$ cat src/rtl/zs_enc_pkg.sv
package zs_enc_pkg;
  // symbol codes held in each delay slot; in bipolar format the two bits are {pos,neg}
  localparam logic [1:0] SYM_ZERO = 2'd0;
  localparam logic [1:0] SYM_MARK = 2'd1;
  localparam logic [1:0] SYM_BPOL = 2'd2;
  localparam logic [1:0] SYM_VIOL = 2'd3;

  typedef struct packed {
    logic       vld;
    logic [1:0] sym;
  } slot_t;

  localparam logic [1:0] PAT_ONES = 2'b01;
  localparam logic [1:0] PAT_100  = 2'b10;
endpackage

$ cat src/rtl/zs_pattern_gen.sv
module zs_pattern_gen #(
  parameter int PERIOD = 3
) (
  input  logic       clk,
  input  logic       rst,
  input  logic [1:0] pat_sel,
  output logic       pat_on,
  output logic       pat_bit
);
  import zs_enc_pkg::*;
  localparam int PH_W = $clog2(PERIOD);

  logic [PH_W-1:0] ph_q;

  always_ff @(posedge clk) begin
    if (rst || pat_sel != PAT_100) ph_q <= '0;
    else if (ph_q == PH_W'(PERIOD-1)) ph_q <= '0;
    else ph_q <= ph_q + 1'b1;
  end

  assign pat_on  = (pat_sel == PAT_ONES) || (pat_sel == PAT_100);
  assign pat_bit = (pat_sel == PAT_ONES) ? 1'b1 : (ph_q == '0);
endmodule

$ cat src/rtl/zs_sampler.sv
module zs_sampler (
  input  logic                clk,
  input  logic                rst,
  input  logic                sample_fall,
  input  logic                fmt_bin,
  input  logic                dat_pos_in,
  input  logic                neg_in,
  input  logic                pat_on,
  input  logic                pat_bit,
  input  logic [1:0]          pat_sel,
  output zs_enc_pkg::slot_t   a_slot,
  output logic                enc
);
  import zs_enc_pkg::*;

  logic fall_p_q, fall_n_q;
  logic cap_p, cap_n;
  slot_t a_q;

  // falling-edge capture; handed to the rising-edge core half a period later
  always_ff @(negedge clk) begin
    fall_p_q <= dat_pos_in;
    fall_n_q <= neg_in;
  end

  assign cap_p = sample_fall ? fall_p_q : dat_pos_in;
  assign cap_n = sample_fall ? fall_n_q : neg_in;
  assign enc   = fmt_bin | pat_on;

  always_ff @(posedge clk) begin
    if (rst) begin
      a_q <= '0;
    end else begin
      a_q.vld <= 1'b1;
      if (pat_on)       a_q.sym <= {1'b0, pat_bit};
      else if (fmt_bin) a_q.sym <= {1'b0, cap_p};
      else              a_q.sym <= {cap_p, cap_n};
    end
  end

  assign a_slot = a_q;

  AST_PATTERN_ONES: assert property (@(posedge clk) disable iff (rst) (pat_sel == PAT_ONES) |=> (a_q.vld && a_q.sym == SYM_MARK));
endmodule

$ cat src/rtl/zs_subst.sv
module zs_subst #(
  parameter int SHORT_LEN = 3,
  parameter int LONG_LEN  = 4
) (
  input  logic              clk,
  input  logic              rst,
  input  logic              enc,
  input  logic              hdb3,
  input  zs_enc_pkg::slot_t in_slot,
  output zs_enc_pkg::slot_t tap_slot
);
  import zs_enc_pkg::*;
  localparam int MAX_LEN = (LONG_LEN > SHORT_LEN) ? LONG_LEN : SHORT_LEN;
  localparam int IDX_W   = (MAX_LEN > 1) ? $clog2(MAX_LEN) : 1;

  slot_t line_q [MAX_LEN];
  slot_t line_d [MAX_LEN];
  logic  par_q, par_d;
  logic  run_hit;
  logic [IDX_W-1:0] last_idx;
  slot_t tap;

  assign last_idx = hdb3 ? IDX_W'(LONG_LEN-1) : IDX_W'(SHORT_LEN-1);
  assign tap      = line_q[last_idx];
  assign tap_slot = tap;

  always_comb begin
    // parity of marks sent since the last substitution, including the symbol leaving now
    par_d = par_q;
    if (!enc) par_d = 1'b0;
    else if (tap.vld && tap.sym == SYM_MARK) par_d = ~par_q;
    else if (tap.vld && tap.sym == SYM_VIOL) par_d = 1'b0;

    run_hit = enc && in_slot.vld && (in_slot.sym == SYM_ZERO);
    for (int i = 0; i < MAX_LEN-1; i++) begin
      if (i < int'(last_idx))
        run_hit = run_hit && line_q[i].vld && (line_q[i].sym == SYM_ZERO);
    end

    line_d[0] = in_slot;
    for (int i = 1; i < MAX_LEN; i++) line_d[i] = line_q[i-1];

    if (run_hit) begin
      line_d[0].sym = SYM_VIOL;
      if (!par_d) line_d[last_idx].sym = SYM_BPOL;
    end
  end

  always_ff @(posedge clk) begin
    if (rst) begin
      for (int i = 0; i < MAX_LEN; i++) line_q[i] <= '0;
      par_q <= 1'b0;
    end else begin
      for (int i = 0; i < MAX_LEN; i++) line_q[i] <= line_d[i];
      par_q <= par_d;
    end
  end
endmodule

$ cat src/rtl/zs_rail_out.sv
module zs_rail_out #(
  parameter int SHORT_LEN = 3,
  parameter int LONG_LEN  = 4
) (
  input  logic              clk,
  input  logic              rst,
  input  logic              enc,
  input  logic              hdb3,
  input  zs_enc_pkg::slot_t tap_slot,
  output logic              line_pos,
  output logic              line_neg
);
  import zs_enc_pkg::*;
  localparam int CNT_W = $clog2(LONG_LEN + 1) + 1;

  logic pos_q, neg_q, last_neg_q;

  always_ff @(posedge clk) begin
    if (rst) begin
      pos_q      <= 1'b0;
      neg_q      <= 1'b0;
      last_neg_q <= 1'b1;
    end else if (!tap_slot.vld) begin
      pos_q <= 1'b0;
      neg_q <= 1'b0;
    end else if (!enc) begin
      {pos_q, neg_q} <= tap_slot.sym;
    end else begin
      case (tap_slot.sym)
        SYM_MARK, SYM_BPOL: begin
          pos_q      <= last_neg_q;
          neg_q      <= ~last_neg_q;
          last_neg_q <= ~last_neg_q;
        end
        SYM_VIOL: begin
          pos_q <= ~last_neg_q;
          neg_q <= last_neg_q;
        end
        default: begin
          pos_q <= 1'b0;
          neg_q <= 1'b0;
        end
      endcase
    end
  end

  assign line_pos = pos_q;
  assign line_neg = neg_q;

  // observation state for the checks below
  logic enc_q, is_v_q, out_vld_q, hdb3_q, seen_q, chk_neg_q, pulse;
  logic [CNT_W-1:0] zrun_q;
  assign pulse = pos_q | neg_q;

  always_ff @(posedge clk) begin
    if (rst) begin
      enc_q <= 1'b0; is_v_q <= 1'b0; out_vld_q <= 1'b0; hdb3_q <= 1'b0;
      seen_q <= 1'b0; chk_neg_q <= 1'b0; zrun_q <= '0;
    end else begin
      enc_q     <= enc;
      is_v_q    <= enc && tap_slot.vld && (tap_slot.sym == SYM_VIOL);
      out_vld_q <= tap_slot.vld;
      hdb3_q    <= hdb3;
      if (enc_q && pulse) begin
        seen_q    <= 1'b1;
        chk_neg_q <= neg_q;
      end
      if (!enc_q || hdb3 != hdb3_q) zrun_q <= '0;
      else if (out_vld_q) zrun_q <= pulse ? '0 : ((&zrun_q) ? zrun_q : zrun_q + 1'b1);
    end
  end

  AST_RAILS_EXCLUSIVE: assert property (@(posedge clk) disable iff (rst) enc_q |-> !(pos_q && neg_q));
  AST_MARK_ALTERNATES: assert property (@(posedge clk) disable iff (rst) (enc_q && pulse && !is_v_q && seen_q) |-> (neg_q != chk_neg_q));
  AST_VIOL_REPEATS: assert property (@(posedge clk) disable iff (rst) (enc_q && is_v_q && seen_q) |-> (neg_q == chk_neg_q));
  AST_FIRST_PULSE_POS: assert property (@(posedge clk) disable iff (rst) (enc_q && pulse && !seen_q) |-> pos_q);
  AST_ZERO_RUN_BOUND: assert property (@(posedge clk) disable iff (rst) (enc_q && out_vld_q && !pulse) |-> (zrun_q < CNT_W'((hdb3_q ? LONG_LEN : SHORT_LEN) - 1)));
endmodule

$ cat src/rtl/line_zs_tx_encoder.sv
module line_zs_tx_encoder #(
  parameter int SHORT_LEN  = 3,
  parameter int LONG_LEN   = 4,
  parameter int PAT_PERIOD = 3
) (
  input  logic       clk,
  input  logic       rst,
  input  logic       sample_fall,
  input  logic       fmt_bin,
  input  logic       line_e3,
  input  logic [1:0] pat_sel,
  input  logic       dat_pos_in,
  input  logic       neg_in,
  output logic       line_pos,
  output logic       line_neg
);
  import zs_enc_pkg::*;

  logic  pat_on, pat_bit, enc;
  slot_t a_slot, tap_slot;

  zs_pattern_gen #(.PERIOD(PAT_PERIOD)) u_pat (
    .clk(clk), .rst(rst), .pat_sel(pat_sel), .pat_on(pat_on), .pat_bit(pat_bit)
  );

  zs_sampler u_smp (
    .clk(clk), .rst(rst), .sample_fall(sample_fall), .fmt_bin(fmt_bin),
    .dat_pos_in(dat_pos_in), .neg_in(neg_in), .pat_on(pat_on), .pat_bit(pat_bit),
    .pat_sel(pat_sel), .a_slot(a_slot), .enc(enc)
  );

  zs_subst #(.SHORT_LEN(SHORT_LEN), .LONG_LEN(LONG_LEN)) u_sub (
    .clk(clk), .rst(rst), .enc(enc), .hdb3(line_e3), .in_slot(a_slot), .tap_slot(tap_slot)
  );

  zs_rail_out #(.SHORT_LEN(SHORT_LEN), .LONG_LEN(LONG_LEN)) u_out (
    .clk(clk), .rst(rst), .enc(enc), .hdb3(line_e3), .tap_slot(tap_slot),
    .line_pos(line_pos), .line_neg(line_neg)
  );
endmodule

$ cat config.mk
export PLATFORM = sky130hd
export DESIGN_NAME = line_zs_tx_encoder
export DESIGN_NICKNAME = d
export VERILOG_FILES = /design/src/rtl/zs_enc_pkg.sv /design/src/rtl/zs_pattern_gen.sv /design/src/rtl/zs_sampler.sv /design/src/rtl/zs_subst.sv /design/src/rtl/zs_rail_out.sv /design/src/rtl/line_zs_tx_encoder.sv
export SDC_FILE = /design/constraint.sdc
export NUM_CORES = 1
export LEC_CHECK = 0
export BUFFER_PORTS_ARGS = -buffer_cell sky130_fd_sc_hd__buf_4
export CAP_MARGIN = 25
export CORE_MARGIN = 1.5
export CORE_UTILIZATION = 27
export DETAILED_ROUTE_END_ITERATION = 10
export PLACE_DENSITY_LB_ADDON = 0.08
export SYNTH_ARGS = -nofsm -noshare
export SYNTH_HDL_FRONTEND = slang
export SYNTH_HIERARCHICAL = 1
export SYNTH_SLANG_ARGS = --single-unit
$ cat constraint.sdc
create_clock -name clk -period 3.3 [get_ports clk]
set_input_delay 0.33 -clock clk [delete_from_list [all_inputs] [get_ports clk]]
set_output_delay 0.33 -clock clk [all_outputs]
set_load 0.05 [all_outputs]
==> results_dict.tcl, run 1 <==
set metrics [dict create \
    outcome "completed" \
    final_antenna_net_count 0 \
    setup_viol 0 \
    clockBufferDepth 2 \
    cts.sinks 23 \
    syn-instance-count 91 \
    cts-root-buf "clkbuf_4" \
    nets 119 \
    slew_headroom 0.8067 \
    seq_area_frac_synth 0.4676 \
    stdcell_count 150 \
    fillCellCount 377 \
    power.density_nw_per_um2 415.6 \
    clock_skew_ns 0.07138 \
    worst_path_dominant_cell_family "flip-flops" \
    required_ns 3.49 \
    finalHoldViolations 0 \
    mostFrequentLayoutCell "dfxtp_1" \
    arrival_ns 2.58 \
    rows 21 \
    initial_core_util 0.2883 \
    synthArstFlopShare 0 \
    crit_type "flip-flop to flip-flop" \
    grt_pass1_wl_um 2849 \
    drtPass1Iterations 4 \
    dieArea_um2 4018 \
    gp_congestion 0.7403 \
    yosys.area.top_type "dfxtp_1" \
    cts-htree-levels 1 \
    cts_tree "built" \
    die_x_um 63.39 \
    vias_per_cell 4.373 \
    antenna_found_initial 0 \
    fin_tns_setup_ns 0 \
    final_cell_mix "dfxtp_1, inv_1, buf_4, nor2b_1" \
    cp.depth 2 \
    synth_top_area_frac 0.4676 \
    layout-drive-gt1-share 0.2500 \
    ys_ff_latch 23 \
    dpl.hpwl_um 1184 \
    end_kind "flip-flop" \
    r2r_cells 2 \
    synth-warning-count 6 \
    grt_usage 0.09163 \
    dp_cells 145 \
    avgSynthCellArea_um2 10.82 \
    ys_top_cells_by_area "dfxtp_1, ha_1, mux2i_1" \
    rsz0062_at_grt "no" \
    num_vias 656 \
    drt_iter0_markers 16 \
    final_max_slew_viol_count 0 \
    numCtsBuffers 3 \
    critPathMaxFanout 2 \
    holdBufCountCts 0 \
    hp-class "input port to flip-flop" \
    path_cells "mux2i_1 > o221ai_1" \
    max_stage_delay_ns 0.30 \
    post_drt_wl_per_cell_um 10.74 \
    crit_path_top_delay_cell "dfxtp_1" \
    synth_fp_nets 105 \
    grt_max_degree 24 \
    diodes 0 \
    synth_ff_type "dfxtp_1" \
    numPortBuffers 10 \
    cts_setup_buffers 0 \
    post_cts_resized 0 \
    insertion_delay_ns 0.37 \
    timing.critical_path.buf_inv 0 \
    drc_errors 0 \
    clkTransAtPathRegs_ns 0.14 \
    grt_remaining_overflow 0 \
    synth.distinct_cells 35 \
    syn_area_um2 984.7 \
    maxCapViolations 0 \
    synth_edf_count 0 \
    worst_slew_pin_slew_ns 0.2859 \
    ir_drop_uv 177.0 \
    die_h_um 63.39 \
    area_growth_syn_to_layout_pct 15.12 \
    wirelength_um 1611 \
    grt_pass1_vias 625 \
    p_leak_nw 0.4796 \
    hold_depth 2 \
    core_area_um2 3416 \
    io_pins 11 \
    start_kind "flip-flop" \
]
## synth_stat cells (2+ instances only)
| cell type | count |
|---|---|
| nand3b_1 | 2 |
| mux2_4 | 2 |
| ha_1 | 5 |
| nor2b_1 | 8 |
| dfxtp_1 | 23 |
| inv_1 | 10 |
| a211oi_1 | 2 |
| a21oi_1 | 2 |
| nand2_1 | 2 |
| mux2i_1 | 5 |
| nor2_1 | 4 |
| mux2_2 | 2 |
| or2_2 | 2 |
## flip-flops by register name (all words and copies together) (netlist names)
signal and count:
u_smp/fall_p_q 1, u_smp/a_slot 3, u_out/line_neg 1, u_out/last_neg_q 1, u_out/line_pos 1, u_smp/fall_n_q 1, u_sub/line_q 12, u_pat/ph_q 2
u_sub/par_q 1
## worst paths after layout
kind	startpoint	end	slack, ns
setup reg to reg	u_smp/fall_p_q	u_smp/a_slot[0]	0.91
hold reg to reg	u_pat/ph_q[0]	u_pat/ph_q[0]	0.44
hold / removal	line_e3	u_sub/line_q[2][1]	0.26
setup / recovery	u_smp/fall_p_q	u_smp/a_slot[0]	0.91
## per-stage QoR
step | util | setup slack, ns | total power [mW] | hold slack [ns] | area (µm²)
final | 0.3319 | 0.9136 | 0.4711 | 0.2592 | 1134
after CTS | 0.3319 | 0.9074 | 0.4819 | 0.2432 | 1134
after floorplan | - | 1.021 | 0.3284 | 0.3865 | 984.7
after global placement | 0.3227 | 0.9778 | 0.3448 | 0.4295 | 1102
after global routing | 0.3319 | 0.8703 | 0.5038 | 0.2314 | 1134
after detailed placement | 0.3227 | 0.9659 | 0.3455 | 0.4304 | 1102
## per-layer routing
layer | vias up | track usage | share of wire
li1 | 341 | - | -
met1 | 308 | 0.1019 | 0.46
met2 | 5 | 0.1605 | 0.50
met3 | 2 | 0.03750 | 0.024
met4 | 0 | 0.02446 | 0.011
met5 | - | 0 | 0
## cell type report
cell class | count | area, µm² | share of cell area
clock buffers | 3 | 22.52 | 0.01987
repair buffers | 10 | 75.07 | 0.06623
clock inverters | 3 | 12.51 | 0.01104
well taps | 46 | 57.56 | 0.05077
multi-input cells | 56 | 471.7 | 0.4161
inverters | 9 | 33.78 | 0.02980
flip-flops and latches | 23 | 460.4 | 0.4062
## cell families (layout without fill, tap and decap cells)
family	count (synthesis)	after routing	synth area share
flops	23	23	0.4676
fa+ha+maj	5	5	0.06353
simple gates	31	31	0.2135
compound gates	11	11	0.09785
mux	9	9	0.1042
buf+inv	12	25	0.05337
## where the power goes
part           total (mW)  internal (mW)  switching [mW]
sequential          0.292          0.287         0.00453
clock               0.139         0.0483          0.0902
combinational      0.0409         0.0204          0.0205
total               0.471          0.356           0.115
(Power assumes the default switching activity.)
==> run 2, diff against run 1 <==
Settings changed: ABC_AREA set to 1.
Clock period 3.3 ns to 2 ns, I/O delays scaled along.
==> run 2 against run 1 <==
Effect of this change:
- cell count is 37% higher
- clock-buffer cell count is 1 higher
- highest routed layer unchanged
- register-to-register slack got worse by 0.65 ns
- clock power rose by 120%
- global-route usage rose by 0.79 points
- power increased by 82%
- critical path depth increased by 4
- largest cell class is now registers
- sequential share of layout area shrank 2.1 points
- synthesized cell count grew 56%
- area after synthesis up 2.7%
==> results_dict.tcl, run 2 <==
set metrics [dict create \
    outcome "completed" \
    clockBufferDepth 2 \
    drc_errors 0 \
    power_frac_clock 0.352 \
    post_drt_wl_per_cell_um 8.415 \
    numPortBuffers 10 \
    io_pins 11 \
    synth_fp_nets 156 \
    timing.critical_path.buf_inv 1 \
    r2r_slack_ns 0.26 \
    num_vias 816 \
    p_int_mw 0.6514 \
    dpl.hpwl_um 1351 \
    combinationalPowerShare 0.091 \
    synth.distinct_cells 18 \
    timing.rr.start "u_smp/fall_n_q" \
    syn-instance-count 142 \
    grt_remaining_overflow 0 \
    area_growth_syn_to_layout_pct 18.19 \
    clkTransAtPathRegs_ns 0.08 \
    stdcell_count 205 \
    hold_depth 3 \
    worst_slew_pin_slew_ns 0.3183 \
    p_leak_nw 0.5826 \
    wl_met2_um 849 \
    finalHoldViolations 0 \
    dp_cells 200 \
    core_area_um2 3633 \
    wl_met1_um 794 \
    syn_area_um2 1011 \
    path_cells "inv_1 > nand2_1 > nand3_1 > nand2_1 > nand2_1 > nand2_1" \
    drtPass1Iterations 4 \
    synth_most_common_cell "nand2_1" \
    power.density_nw_per_um2 717.7 \
    largest_register "u_sub/line_q" \
    layout-drive-gt1-share 0.1529 \
    required_ns 2.17 \
    cts-root-buf "clkbuf_8" \
    final_max_slew_viol_count 0 \
    grt_max_degree 18 \
    switching_share 0.2404 \
    fillCellCount 414 \
    holdBufCountCts 0 \
    cts-htree-levels 1 \
    crit_type "flip-flop to flip-flop" \
    initial_core_util 0.2782 \
    numCtsBuffers 3 \
    p_seq_frac 0.557 \
    final_cell_mix "nand2_1, inv_1, dfxtp_1, nor2_1, buf_4" \
    ys_top_cells_by_area "dfxtp_1, nand2_1, inv_1" \
    max_stage_delay_ns 0.29 \
    vias_per_cell 3.980 \
    antenna_found_initial 0 \
    hold_start "fmt_bin" \
    dieArea_um2 4120 \
    synth_edf_count 0 \
    synth_ff_type "dfxtp_1" \
    synth_common_cells "nand2_1, inv_1, dfxtp_1" \
    gp_congestion 0.7343 \
    power_mw 0.8576 \
    post_cts_resized 0 \
    clock_skew_ns 0.06142 \
    synthArstFlopShare 0 \
    min_to "u_smp/a_slot[0]" \
    mostFrequentLayoutCell "nand2_1" \
    cts.sinks 23 \
    r2r_cells 6 \
    end_kind "flip-flop" \
    ys_ff_latch 23 \
    die_x_um 64.19 \
    yosys.area.top_type "dfxtp_1" \
    synth-warning-count 6 \
    setup_viol 0 \
    cp_common_cell "nand2_1" \
    fin_tns_setup_ns 0 \
    drt_iter0_markers 46 \
    r2r-end "u_smp/a_slot[0]" \
    synth_top_area_frac 0.4554 \
    hp-class "input port to flip-flop" \
    grt_pass1_wl_um 3118 \
    cts_setup_buffers 0 \
    wirelength_um 1725 \
    grt_usage 0.09952 \
    die_h_um 64.19 \
    arrival_ns 1.91 \
    ir_drop_uv 184.7 \
    cts_tree "built" \
    rsz0062_at_grt "no" \
    slew_headroom 0.7864 \
    diodes 0 \
    worst_path_dominant_cell_family "flip-flops" \
    maxCapViolations 0 \
    largest_reg_flops 12 \
    insertion_delay_ns 0.32 \
    crit_path_top_delay_cell "dfxtp_1" \
    rows 22 \
    nets 172 \
    p_sw_mw 0.2062 \
    seq_area_frac_synth 0.4554 \
    final_antenna_net_count 0 \
    met3_wirelength_um 39 \
    start_kind "flip-flop" \
    grt_pass1_vias 783 \
    avgSynthCellArea_um2 7.120 \
    highest_layer "met4" \
    critPathMaxFanout 1 \
]
run 2: cell count changes after synthesis, sizes merged, moves of 3 or more:
cell	delta
nand2	+33
inv	+22
nor2	+17
nand3	+9
nor2b	-8
mux2i	-5
mux2	-4
a21oi	+3
clkinv	+3
run 2: power groups by stage:
stage	Clock [mW]	Combinational (mW)	Sequential [mW]
floorplan	0.00940	0.0487	0.488
global placement	0.00940	0.0791	0.489
detailed placement	0.00940	0.0800	0.488
CTS	0.321	0.0804	0.478
global route	0.341	0.0921	0.480
finish	0.302	0.0780	0.478
run 2: worst max-delay path by stage:
stage / from / to / slack [ns] / cells after the start
3_3_place_gp: u_smp/fall_n_q / u_smp/a_slot[0] / 0.32 / 6
6_report: u_smp/fall_n_q / u_smp/a_slot[0] / 0.26 / 6
3_5_place_dp: u_smp/fall_n_q / u_smp/a_slot[0] / 0.31 / 6
5_1_grt: u_smp/fall_n_q / u_smp/a_slot[0] / 0.17 / 6
4_1_cts: u_smp/fall_n_q / u_smp/a_slot[0] / 0.25 / 6
2_1_floorplan: u_smp/fall_n_q / u_smp/a_slot[0] / 0.35 / 6
run 2: metrics by stage:
step                hold slack (ns)    util  instance area [µm²]  worst slack (ns)
floorplan                    0.2624       -                 1011            0.3517
global placement             0.4042  0.3154                 1146            0.3241
detailed placement           0.4027  0.3154                 1146            0.3083
CTS                          0.1870  0.3289                 1195            0.2539
global route                 0.2056  0.3289                 1195            0.1692
finish                       0.1934  0.3289                 1195            0.2590
run 2: cell families after synthesis:
| family | after synthesis | synth area share |
|---|---|---|
| AO/OA/AOI/OAI | 7 | 0.04580 |
| adder cells (fa/ha/maj) | 5 | 0.06188 |
| buffers and inverters | 36 | 0.1386 |
| flip-flops | 23 | 0.4554 |
| AND/OR/NAND/NOR | 71 | 0.2983 |
run 2: worst reg2reg max path: stages (launching register included):
cell and delay, ns:
dfxtp_1 0.29, inv_1 0.04, nand2_1 0.04, nand3_1 0.07, nand2_1 0.05, nand2_1 0.05
nand2_1 0.04
run 2: final cells by class:
cell class / count / area [µm²] / share of cell area
Timing Repair Buffer: 11 / 82.58 / 0.06911
Multi-Input combinational cell: 83 / 410.4 / 0.3435
Clock buffer: 4 / 45.04 / 0.03770
Tap cell: 48 / 60.06 / 0.05026
Inverter: 34 / 128.9 / 0.1079
Clock inverter: 2 / 7.507 / 0.006283
Sequential cell: 23 / 460.4 / 0.3853
run 2: routing by layer:
metal | GRT usage | vias up
met5 | 0 | -
met4 | 0.06383 | 0
met3 | 0.02113 | 4
met2 | 0.1823 | 8
met1 | 0.1012 | 356
li1 | - | 448
